--- config.mk ---
export PLATFORM = sky130hd
export DESIGN_NAME = inv_dispatch
export DESIGN_NICKNAME = d
export VERILOG_FILES = /design/src/rtl/inv_dispatch_pkg.sv /design/src/rtl/inv_desc_decode.sv /design/src/rtl/inv_pend_count.sv /design/src/rtl/inv_ring_ptr.sv /design/src/rtl/inv_dispatch.sv
export SDC_FILE = /design/constraint.sdc
export NUM_CORES = 1
export LEC_CHECK = 0
export CAP_MARGIN = 20
export CORE_MARGIN = 3
export CORE_UTILIZATION = 46
export DETAILED_ROUTE_END_ITERATION = 6
export GPL_TIMING_DRIVEN = 0
export PLACE_DENSITY = 0.85
export SLEW_MARGIN = 20
export SYNTH_ARGS = -nofsm -noshare
export SYNTH_HDL_FRONTEND = slang
export SYNTH_SLANG_ARGS = --single-unit
--- constraint.sdc ---
create_clock -name clk -period 5.9 [get_ports clk]
set_input_delay 0.59 -clock clk [delete_from_list [all_inputs] [get_ports clk]]
set_output_delay 0.59 -clock clk [all_outputs]
set_load 0.01 [all_outputs]
--- src/rtl/inv_dispatch_pkg.sv ---
package inv_dispatch_pkg;

    localparam int unsigned DSC_W    = 128;
    localparam int unsigned ID_W     = 16;
    localparam int unsigned PAGE_W   = 52;
    localparam int unsigned AMASK_W  = 6;
    localparam int unsigned SMALL_W  = 5;
    localparam int unsigned SDATA_W  = 32;
    localparam int unsigned SADDR_W  = 62;

    typedef enum logic [2:0] {
        K_NONE = 3'd0,
        K_CTX  = 3'd1,
        K_TLB  = 3'd2,
        K_DTLB = 3'd3,
        K_IEC  = 3'd4,
        K_WAIT = 3'd5,
        K_BAD  = 3'd7
    } kind_e;

    typedef struct packed {
        logic [1:0]         gran;
        logic [ID_W-1:0]    did;
        logic [ID_W-1:0]    sid;
        logic [1:0]         fmask;
        logic               drain_rd;
        logic               drain_wr;
        logic [AMASK_W-1:0] amask;
        logic               hint;
        logic [PAGE_W-1:0]  page;
        logic               size;
        logic [SMALL_W-1:0] maxpend;
        logic [SMALL_W-1:0] imask;
        logic [ID_W-1:0]    iidx;
    } cmd_fields_t;

    typedef struct packed {
        logic               sw;
        logic               fence;
        logic [SDATA_W-1:0] sdata;
        logic [SADDR_W-1:0] saddr;
    } wait_fields_t;

    typedef struct packed {
        kind_e        kind;
        cmd_fields_t  f;
        wait_fields_t w;
    } dsc_t;

    function automatic kind_e kind_of(input logic [3:0] code);
        case (code)
            4'd1:    return K_CTX;
            4'd2:    return K_TLB;
            4'd3:    return K_DTLB;
            4'd4:    return K_IEC;
            4'd5:    return K_WAIT;
            default: return K_BAD;
        endcase
    endfunction

endpackage

--- src/rtl/inv_desc_decode.sv ---
module inv_desc_decode
    import inv_dispatch_pkg::*;
(
    input  logic [DSC_W-1:0] raw,
    output dsc_t             dsc
);
    logic [63:0] lo;
    logic [63:0] hi;

    assign lo = raw[63:0];
    assign hi = raw[127:64];

    always_comb begin
        dsc = '0;
        dsc.kind = (lo[15:8] != 8'h00) ? K_BAD : kind_of(lo[3:0]);
        case (dsc.kind)
            K_CTX: begin
                dsc.f.gran  = lo[5:4];
                dsc.f.did   = lo[31:16];
                dsc.f.sid   = lo[47:32];
                dsc.f.fmask = lo[49:48];
            end
            K_TLB: begin
                dsc.f.gran     = lo[5:4];
                dsc.f.drain_wr = lo[6];
                dsc.f.drain_rd = lo[7];
                dsc.f.did      = lo[31:16];
                dsc.f.amask    = hi[5:0];
                dsc.f.hint     = hi[6];
                dsc.f.page     = hi[63:12];
            end
            K_DTLB: begin
                dsc.f.maxpend = lo[20:16];
                dsc.f.sid     = lo[47:32];
                dsc.f.size    = hi[0];
                dsc.f.page    = hi[63:12];
            end
            K_IEC: begin
                dsc.f.gran  = {1'b0, lo[4]};
                dsc.f.imask = lo[31:27];
                dsc.f.iidx  = lo[47:32];
            end
            K_WAIT: begin
                dsc.w.sw    = lo[5];
                dsc.w.fence = lo[6];
                dsc.w.sdata = lo[63:32];
                dsc.w.saddr = hi[63:2];
            end
            default: ;
        endcase
    end
endmodule

--- src/rtl/inv_pend_count.sv ---
module inv_pend_count #(
    parameter int unsigned PEND_W = 4
) (
    input  logic clk,
    input  logic rst,
    input  logic inc,
    input  logic dec,
    output logic zero,
    output logic full
);
    localparam logic [PEND_W-1:0] CNT_MAX  = '1;
    localparam logic [PEND_W-1:0] CNT_NEAR = CNT_MAX - 1'b1;

    logic [PEND_W-1:0] cnt;
    logic              dec_ok;

    assign dec_ok = dec && ((cnt != '0) || inc);
    assign zero   = (cnt == '0) && !inc;
    assign full   = (cnt == CNT_MAX) || ((cnt == CNT_NEAR) && inc);

    always_ff @(posedge clk) begin
        if (rst) begin
            cnt <= '0;
        end else begin
            case ({inc, dec_ok})
                2'b10:   cnt <= cnt + 1'b1;
                2'b01:   cnt <= cnt - 1'b1;
                default: cnt <= cnt;
            endcase
        end
    end

    p_no_overflow_r10: assert property (@(posedge clk) disable iff (rst)
        (cnt == CNT_MAX) |-> !inc);

    p_zero_idle_r7: assert property (@(posedge clk) disable iff (rst)
        (zero && !inc && !dec) |=> zero || inc);
endmodule

--- src/rtl/inv_ring_ptr.sv ---
module inv_ring_ptr #(
    parameter int unsigned DEPTH = 256,
    localparam int unsigned IDX_W = $clog2(DEPTH)
) (
    input  logic             clk,
    input  logic             rst,
    input  logic             step,
    output logic [IDX_W-1:0] idx
);
    localparam logic [IDX_W-1:0] LAST = IDX_W'(DEPTH - 1);

    always_ff @(posedge clk) begin
        if (rst) begin
            idx <= '0;
        end else if (step) begin
            idx <= (idx == LAST) ? '0 : idx + 1'b1;
        end
    end

    p_wrap_r4: assert property (@(posedge clk) disable iff (rst)
        (step && idx == LAST) |=> idx == '0);

    p_hold_r4: assert property (@(posedge clk) disable iff (rst)
        !step |=> $stable(idx));
endmodule

--- src/rtl/inv_dispatch.sv ---
module inv_dispatch
    import inv_dispatch_pkg::*;
#(
    parameter int unsigned DEPTH  = 256,
    parameter int unsigned PEND_W = 4,
    localparam int unsigned IDX_W = $clog2(DEPTH)
) (
    input  logic              clk,
    input  logic              rst,
    input  logic [IDX_W-1:0]  tail_idx,
    output logic [IDX_W-1:0]  head_idx,
    output logic              fault,
    output logic              rd_req,
    output logic [IDX_W-1:0]  rd_idx,
    input  logic              rd_valid,
    input  logic              rd_err,
    input  logic [127:0]      rd_data,
    output logic              ctx_inv,
    output logic              tlb_inv,
    output logic              dtlb_inv,
    output logic              iec_inv,
    output logic [1:0]        cmd_gran,
    output logic [15:0]       cmd_did,
    output logic [15:0]       cmd_sid,
    output logic [1:0]        cmd_fmask,
    output logic              cmd_drain_rd,
    output logic              cmd_drain_wr,
    output logic [5:0]        cmd_amask,
    output logic              cmd_hint,
    output logic [51:0]       cmd_page,
    output logic              cmd_size,
    output logic [4:0]        cmd_maxpend,
    output logic [4:0]        cmd_imask,
    output logic [15:0]       cmd_iidx,
    input  logic              cmd_ack,
    output logic              st_valid,
    output logic [63:0]       st_addr,
    output logic [31:0]       st_data,
    input  logic              st_ready
);
    typedef enum logic [2:0] {
        S_IDLE, S_RD, S_FENCE, S_STWR, S_HALT
    } state_e;

    state_e       state;
    dsc_t         dsc;
    cmd_fields_t  fields_q;
    wait_fields_t wait_q;
    logic [3:0]   pulse_q;
    logic         pulse_any;
    logic         pend_zero;
    logic         pend_full;
    logic         step;
    logic         rsp_ok;
    logic         wait_stalls;

    inv_desc_decode u_decode (
        .raw (rd_data),
        .dsc (dsc)
    );

    inv_pend_count #(.PEND_W(PEND_W)) u_pend (
        .clk  (clk),
        .rst  (rst),
        .inc  (pulse_any),
        .dec  (cmd_ack),
        .zero (pend_zero),
        .full (pend_full)
    );

    inv_ring_ptr #(.DEPTH(DEPTH)) u_head (
        .clk  (clk),
        .rst  (rst),
        .step (step),
        .idx  (head_idx)
    );

    assign pulse_any   = |pulse_q;
    assign rsp_ok      = (state == S_RD) && rd_valid && !rd_err && (dsc.kind != K_BAD);
    assign wait_stalls = (dsc.w.fence && !pend_zero) || dsc.w.sw;

    always_comb begin
        step = 1'b0;
        case (state)
            S_RD:    step = rsp_ok && !((dsc.kind == K_WAIT) && wait_stalls);
            S_FENCE: step = pend_zero && !wait_q.sw;
            S_STWR:  step = st_ready;
            default: step = 1'b0;
        endcase
    end

    assign rd_req   = (state == S_IDLE) && (head_idx != tail_idx) && !pend_full;
    assign rd_idx   = head_idx;
    assign fault    = (state == S_HALT);
    assign st_valid = (state == S_STWR);
    assign st_addr  = {wait_q.saddr, 2'b00};
    assign st_data  = wait_q.sdata;

    always_ff @(posedge clk) begin
        if (rst) begin
            state    <= S_IDLE;
            pulse_q  <= '0;
            fields_q <= '0;
            wait_q   <= '0;
        end else begin
            pulse_q <= '0;
            case (state)
                S_IDLE: begin
                    if (rd_req) state <= S_RD;
                end
                S_RD: begin
                    if (rd_valid) begin
                        if (rd_err || dsc.kind == K_BAD) begin
                            state <= S_HALT;
                        end else if (dsc.kind == K_WAIT) begin
                            wait_q <= dsc.w;
                            if (dsc.w.fence && !pend_zero) state <= S_FENCE;
                            else if (dsc.w.sw)              state <= S_STWR;
                            else                            state <= S_IDLE;
                        end else begin
                            fields_q <= dsc.f;
                            case (dsc.kind)
                                K_CTX:   pulse_q <= 4'b0001;
                                K_TLB:   pulse_q <= 4'b0010;
                                K_DTLB:  pulse_q <= 4'b0100;
                                default: pulse_q <= 4'b1000;
                            endcase
                            state <= S_IDLE;
                        end
                    end
                end
                S_FENCE: begin
                    if (pend_zero) state <= wait_q.sw ? S_STWR : S_IDLE;
                end
                S_STWR: begin
                    if (st_ready) state <= S_IDLE;
                end
                default: state <= S_HALT;
            endcase
        end
    end

    assign ctx_inv      = pulse_q[0];
    assign tlb_inv      = pulse_q[1];
    assign dtlb_inv     = pulse_q[2];
    assign iec_inv      = pulse_q[3];
    assign cmd_gran     = fields_q.gran;
    assign cmd_did      = fields_q.did;
    assign cmd_sid      = fields_q.sid;
    assign cmd_fmask    = fields_q.fmask;
    assign cmd_drain_rd = fields_q.drain_rd;
    assign cmd_drain_wr = fields_q.drain_wr;
    assign cmd_amask    = fields_q.amask;
    assign cmd_hint     = fields_q.hint;
    assign cmd_page     = fields_q.page;
    assign cmd_size     = fields_q.size;
    assign cmd_maxpend  = fields_q.maxpend;
    assign cmd_imask    = fields_q.imask;
    assign cmd_iidx     = fields_q.iidx;

    p_single_read_r2: assert property (@(posedge clk) disable iff (rst)
        rd_req |=> !rd_req);

    p_one_pulse_r3: assert property (@(posedge clk) disable iff (rst)
        $onehot0({ctx_inv, tlb_inv, dtlb_inv, iec_inv}));

    p_st_hold_r5: assert property (@(posedge clk) disable iff (rst)
        (st_valid && !st_ready) |=> st_valid && $stable(st_data) && $stable(st_addr));

    p_st_no_read_r5: assert property (@(posedge clk) disable iff (rst)
        st_valid |-> !rd_req);

    p_fence_r7: assert property (@(posedge clk) disable iff (rst)
        (st_valid && wait_q.fence) |-> pend_zero);

    p_fault_hold_r8: assert property (@(posedge clk) disable iff (rst)
        fault |=> fault && $stable(head_idx) && !rd_req);
endmodule

==> results.sh, run 1 <==
export IMPL_status="finished, final reports clean"
export IMPL_synth_cell_types=48
export IMPL_yosys_warnings=0
export IMPL_wl_met1_um=12300
export IMPL_cts_resized=0
export IMPL_area_delta_synth_final_pct=54.5
export IMPL_vias=8890
export IMPL_grt_pass1_vias=8723
export IMPL_die_area_um2=22100
export IMPL_tns_ns=0
export IMPL_wl_per_cell_um=18.4
export IMPL_rows=51
export IMPL_grt_max_degree=15
export IMPL_cts_sinks=238
export IMPL_die_y_um=149
export IMPL_max_slew_margin=0.245
export IMPL_p_leak_nw=5.40
export IMPL_synth_top_flop_cell="dfxtp_1"
export IMPL_dp_hpwl_um=23700
export IMPL_synth_compound_area_frac=0.183
export IMPL_cp_required_ns=6.35
export IMPL_p_per_area_nw_per_um2=247
export IMPL_vdd_drop_max_mv=0.259
export IMPL_fmax_mhz=320
export IMPL_seq_area_frac_synth=0.509
export IMPL_synth_top_family_by_area="compound AO/OA/AOI/OAI gates"
export IMPL_cts_tree="built"
export IMPL_netlist_area_leader_share=0.509
export IMPL_initial_core_util=0.474
export IMPL_crit_arrival_ns=3.57
export IMPL_cts_hold_buf=0
export IMPL_holdWs_ns=0.448
export IMPL_drt_initial_drc_count=490
export IMPL_path_common_cell="clkbuf_1"
export IMPL_layout_drive_gt1_share=0.127
export IMPL_tightest_slew_ns=1.13
export IMPL_fin_crit_sh=0.530
export IMPL_grt_pass1_wl_um=48000
export IMPL_drc=0
export IMPL_yosysTopAreaCell="dfxtp_1"
export IMPL_seq_area_um2=4760
export IMPL_final_cells=1726
export IMPL_dr_pass1_iters=5
export IMPL_overflow=0
export IMPL_final_common_cell="clkdlybuf4s50_1"
export IMPL_synthMuxAreaShare=0.00214
export IMPL_cpMaxStageDelayCell="clkbuf_1"
export IMPL_post_cts_buffers=0
export IMPL_dr_max_layer_used="met4"
export IMPL_endpoint_kind="flip-flop"
export IMPL_cts_clk_slew_worst_paths_ns=0.06
export IMPL_synth_edff_count=0
export IMPL_dpl_cell_area_um2=13500
export IMPL_synth_simple_area_share=0.160
export IMPL_groute_usage_overall=0.272
export IMPL_die_x_um=149
export IMPL_finalInstanceArea_um2=14500
export IMPL_cts_root_buf="clkbuf_16"
export IMPL_fin_nets=1589
export IMPL_hold_path_class="reg2reg"
export IMPL_finalSetupViolCount=0
export IMPL_syn_inst=1032
export IMPL_io_pins=385
export IMPL_rsz0062_at_grt="no"
export IMPL_h_tree_depth=1
export IMPL_ys_top_cells_by_area="dfxtp_1 (51%), nand2_1 (10%), buf_4 (9.6%), a22o_1 (9.5%), a21oi_1 (7.0%)"
export IMPL_synth_xor_xnor_area_share=0.0122
export IMPL_viasPerCell=5.15
export IMPL_path_cells="clkdlybuf4s50_1, buf_1, nor2_1, nand3_1, a21oi_1, clkbuf_1, clkbuf_1, a22o_1"
export IMPL_cts_buffers=25
export IMPL_finalWirelength_um=31800
export IMPL_num_fill_cells=1421
export IMPL_antenna_found_initial=1
export IMPL_insertion_delay_ns=0.52
export IMPL_port_buffers=382
export IMPL_critPathMaxStageDelay_ns=0.61
export IMPL_syn_area_um2=9360
export IMPL_startpoint_type="input pin"
export IMPL_clockBufferDepth=3
export IMPL_routed_wl_met2_um=15900
export IMPL_path_class="in2reg"
export IMPL_syn_avg_cell_area_um2=9.07
export IMPL_design_core_area_um2=19700
export IMPL_multi_input_area_um2=3420
export IMPL_gp_congestion=0.861
export IMPL_ys_seq_elements=238
export IMPL_dp_cells=1680
export IMPL_timing_final_hold_violations=0
export IMPL_async_flop_share=0
export IMPL_ant_nets=0
export IMPL_final_cell_mix="clkdlybuf4s50_1 (382), nand2_1 (251), dfxtp_1 (238)"
export IMPL_wl_met3_um=2430
export IMPL_yosys_area_share_adder=0.00749
export IMPL_drv_cap=0
export IMPL_finalMaxSlewViolations=0
export IMPL_fin_crit_ns=3.13
export IMPL_path_max_fanout=10
export IMPL_finClkSkew_ns=0.0173
==> metal layers <==
| layer | global-route usage | up-vias |
|---|---|---|
| met5 | 0 | - |
| met2 | 0.476 | 401 |
| met3 | 0.0536 | 72 |
| met4 | 0.104 | 0 |
| li1 | - | 4253 |
| met1 | 0.331 | 4164 |
==> layout make-up <==
class / count / area share
diodes: 1 / 0.000173
plain buffers: 173 / 0.0800
clock buffers: 30 / 0.0473
clock inverters: 15 / 0.0177
inverters: 6 / 0.00156
multi-input cells: 616 / 0.236
flip-flops and latches: 238 / 0.330
well taps: 265 / 0.0229
repair buffers: 382 / 0.264
==> cells by family after synthesis <==
kind of cell               after synthesis
other                                    1
DFF                                    238
adders and majority gates                5
AOI/OAI and AO/OA                      259
and+or+nand+nor                        335
buffers and inverters                  179
muxes                                    2
xor gates and xnor gates                13
==> final timing paths <==
kind                             startpoint            end  slack, ns  cells past startpoint
worst max register to register   pulse_q[1]  u_pend.cnt[3]       3.03                     10
worst max-delay path             rd_data[1]     cmd_sid[5]       2.77                      8
worst min-delay path            st_data[24]    st_data[24]       0.45                      2
worst min register to register  st_data[24]    st_data[24]       0.45                      2
==> per-stage QoR <==
step / utilization / worst slack [ns] / power, W
floorplan: - / 3.45 / 0.00170
finish: 0.733 / 2.77 / 0.00358
CTS: 0.733 / 2.75 / 0.00359
detailed placement: 0.685 / 2.24 / 0.00183
global route: 0.733 / 2.60 / 0.00367
global placement: 0.685 / 2.28 / 0.00183
==> cell usage after synthesis, drive strengths merged, types with 6 or more instances <==
master / instances
a21oi: 131
a22o: 102
buf: 137
clkbuf: 36
dfxtp: 238
inv: 6
nand2: 251
nand3: 11
nor2: 18
nor3: 6
nor4: 7
o21ai: 14
or3: 9
xnor2: 9
==> worst max-delay path: cells and delay by family <==
kind / cells / cell delay, ns
simple gates: 2 / 0.39
buf+inv: 4 / 1.99
compound gates: 2 / 0.60
==> report_power, final <==
group / switching [W] / total [W] / internal [W]
clock network: 0.000643 / 0.00177 / 0.00113
logic: 0.0000880 / 0.000192 / 0.000104
registers: 0.00000141 / 0.00161 / 0.00161
==> registers in the layout (all words and copies together), names as in the netlist <==
signal        flops
cmd_amask         6
cmd_did          16
cmd_drain_rd      1
cmd_drain_wr      1
cmd_fmask         2
cmd_gran          2
cmd_hint          1
cmd_iidx         16
cmd_imask         5
cmd_maxpend       5
cmd_page         52
cmd_sid          16
cmd_size          1
pulse_q           4
st_addr          62
st_data          32
state             3
u_head.idx        8
u_pend.cnt        4
wait_q            1
(Power assumes the default switching activity.)
==> inputs of run 2 (changes only) <==
--- a/config.mk
+++ b/config.mk
@@ -6,11 +6,12 @@
 export NUM_CORES = 1
 export LEC_CHECK = 0
 export CAP_MARGIN = 20
+export CORE_ASPECT_RATIO = 2
 export CORE_MARGIN = 3
-export CORE_UTILIZATION = 46
+export CORE_UTILIZATION = 39
 export DETAILED_ROUTE_END_ITERATION = 6
 export GPL_TIMING_DRIVEN = 0
-export PLACE_DENSITY = 0.85
+export PLACE_DENSITY = 0.77
 export SLEW_MARGIN = 20
 export SYNTH_ARGS = -nofsm -noshare
 export SYNTH_HDL_FRONTEND = slang
==> constraint.sdc (replaced) <==
create_clock -name clk -period 2.62 [get_ports clk]
set_input_delay 0.262 -clock clk [delete_from_list [all_inputs] [get_ports clk]]
set_output_delay 0.262 -clock clk [all_outputs]
set_load 0.01 [all_outputs]
==> run 2 against run 1 <==
Compared with the run above:
- count of clock-buffer cells in the layout did not move
- critical endpoint is now u_pend.cnt[3]
- critical path depth is 2 higher
- global-route usage shrank 3.2 points
- highest routed layer is now met5
- clock skew is 0.011 ns lower
- cell area down 0.79%
- sequential power grew 120%
- largest cell class unchanged
- sequential share of layout area up 0.26 points
- die area increased by 18%
- sequential cell count did not move
- non-clock buffer count increased by 7
- via count decreased by 0.99%
==> results.sh, run 2 (same netlist as run 1, synthesis figures left out) <==
export IMPL_overflow=0
export IMPL_rows=79
export IMPL_largest_reg_flops=62
export IMPL_vdd_drop_max_mv=0.427
export IMPL_critPathMaxStageDelay_ns=0.37
export IMPL_groute_usage_overall=0.241
export IMPL_cts_hold_buf=0
export IMPL_grt_pass1_wl_um=48600
export IMPL_fin_nets=1592
export IMPL_clockBufferDepth=3
export IMPL_hold_path_class="in2reg"
export IMPL_area_delta_synth_final_pct=53.3
export IMPL_cts_buffers=21
export IMPL_path_cells="nor4_4, nand2_2, and2_1, ha_1, ha_1, a21o_1, a21oi_1, xnor2_1, or3_1, a21oi_1"
export IMPL_tns_ns=0
export IMPL_path_max_fanout=4
export IMPL_path_class="reg2reg"
export IMPL_dp_hpwl_um=25500
export IMPL_finalInstanceArea_um2=14300
export IMPL_die_area_um2=26000
export IMPL_dp_cells=1698
export IMPL_io_pins=385
export IMPL_fin_crit_ns=2.48
export IMPL_cts_sinks=238
export IMPL_vias=8802
export IMPL_tightest_slew_ns=0.651
export IMPL_grt_pass1_vias=8637
export IMPL_p_per_area_nw_per_um2=504
export IMPL_final_common_cell="clkdlybuf4s50_1"
export IMPL_layout_drive_gt1_share=0.133
export IMPL_timing_final_ws_setup_ns=0.137
export IMPL_place_ws_ns=-0.914
export IMPL_startpoint_type="flip-flop"
export IMPL_r2r_slack_ns=0.14
export IMPL_die_x_um=116
export IMPL_drv_cap=0
export IMPL_crit_buf_inv=0
export IMPL_timing_final_hold_violations=0
export IMPL_max_slew_margin=0.566
export IMPL_status="finished, final reports clean"
export IMPL_crit_arrival_ns=2.91
export IMPL_gp_congestion=0.965
export IMPL_cpMaxStageDelayCell="nor4_4"
export IMPL_initial_core_util=0.399
export IMPL_drt_initial_drc_count=345
export IMPL_finalWirelength_um=33000
export IMPL_cts_clk_slew_worst_paths_ns=0.07
export IMPL_diodes=0
export IMPL_endpoint_kind="flip-flop"
export IMPL_finalSetupViolCount=0
export IMPL_antenna_found_initial=1
export IMPL_finalMaxSlewViolations=0
export IMPL_path_delay_family="simple AND/OR/NAND/NOR gates"
export IMPL_h_tree_depth=1
export IMPL_fin_crit_sh=0.948
export IMPL_port_buffers=382
export IMPL_viasPerCell=5.05
export IMPL_num_fill_cells=1996
export IMPL_rsz0062_at_grt="no"
export IMPL_cts_root_buf="clkbuf_16"
export IMPL_insertion_delay_ns=0.51
export IMPL_final_cell_mix="clkdlybuf4s50_1 (381), nand2_1 (250), dfxtp_1 (238)"
export IMPL_design_core_area_um2=23400
export IMPL_dr_pass1_iters=5
export IMPL_die_y_um=225
export IMPL_fmax_mhz=403
export IMPL_final_cells=1742
export IMPL_cp_required_ns=3.05
export IMPL_grt_max_degree=17
export IMPL_final_util=0.612
export IMPL_dpl_cell_area_um2=13500
export IMPL_p_leak_nw=5.36
export IMPL_wl_per_cell_um=18.9
export IMPL_cts_tree="built"
export IMPL_finClkSkew_ns=0.00637
export IMPL_drc=0
export IMPL_ant_nets=0
run 2: cell count changes in the layout (fill, tap and decap cells not counted), sizes merged:
cell and delta:
bufinv -5, clkdlybuf4s50 -1, clkinv -2, clkinvlp -1, dlymetal6s2s +1, buf +7, diode -1
run 2: cell type report:
| class | count | area (um^2) | share of cell area |
|---|---|---|---|
| clock inverter | 7 | 88.8 | 0.00619 |
| multi-input combinational | 616 | 3460 | 0.241 |
| sequential | 238 | 4760 | 0.332 |
| buffer | 173 | 1160 | 0.0811 |
| tap | 283 | 354 | 0.0247 |
| timing repair buffer | 389 | 3880 | 0.270 |
| clock buffer | 30 | 609 | 0.0425 |
| inverter | 6 | 22.5 | 0.00157 |
run 2: power breakdown:
part / internal (W) / switching (W) / leakage [nW]
Combinational: 0.000236 / 0.000205 / 3.10
Clock: 0.00182 / 0.00135 / 0.348
Sequential: 0.00362 / 0.00000375 / 1.92
Total: 0.00568 / 0.00156 / 5.36
run 2: path summary, 6_finish.rpt:
path | start | to | depth (start not counted)
worst max-delay path | pulse_q[2] | u_pend.cnt[3] | 10
worst min-delay path | rd_data[74] | st_addr[10] | 3
worst max register to register | pulse_q[2] | u_pend.cnt[3] | 10
worst min register to register | st_addr[48] | st_addr[48] | 2
run 2: routing by layer:
metal	vias to the layer above	track usage	part of all wire
met4	2	0.0921	0.039
met2	349	0.474	0.56
met1	4123	0.241	0.34
met5	-	0	0.00039
met3	76	0.0425	0.060
li1	4252	-	-
run 2: repair_timing:
item | 4_1_cts | 5_1_grt
pin swaps | 0 | 3
endpoints found under the setup margin | 82 | 74
gates cloned | 0 | 0
buffers inserted | 0 | 7
gates resized for setup | 8 | 9
run 2: metrics by stage:
step | hold WS, ns | power, W
2_1_floorplan | 0.388 | 0.00382
3_3_place_gp | 0.438 | 0.00414
3_5_place_dp | 0.443 | 0.00414
4_1_cts | 0.274 | 0.00732
5_1_grt | 0.312 | 0.00748
6_report | 0.305 | 0.00724
run 2: worst min-delay path: stages:
cell and delay (ns):
clkdlybuf4s50_1 0.40, nand2_1 0.05, a21oi_1 0.05
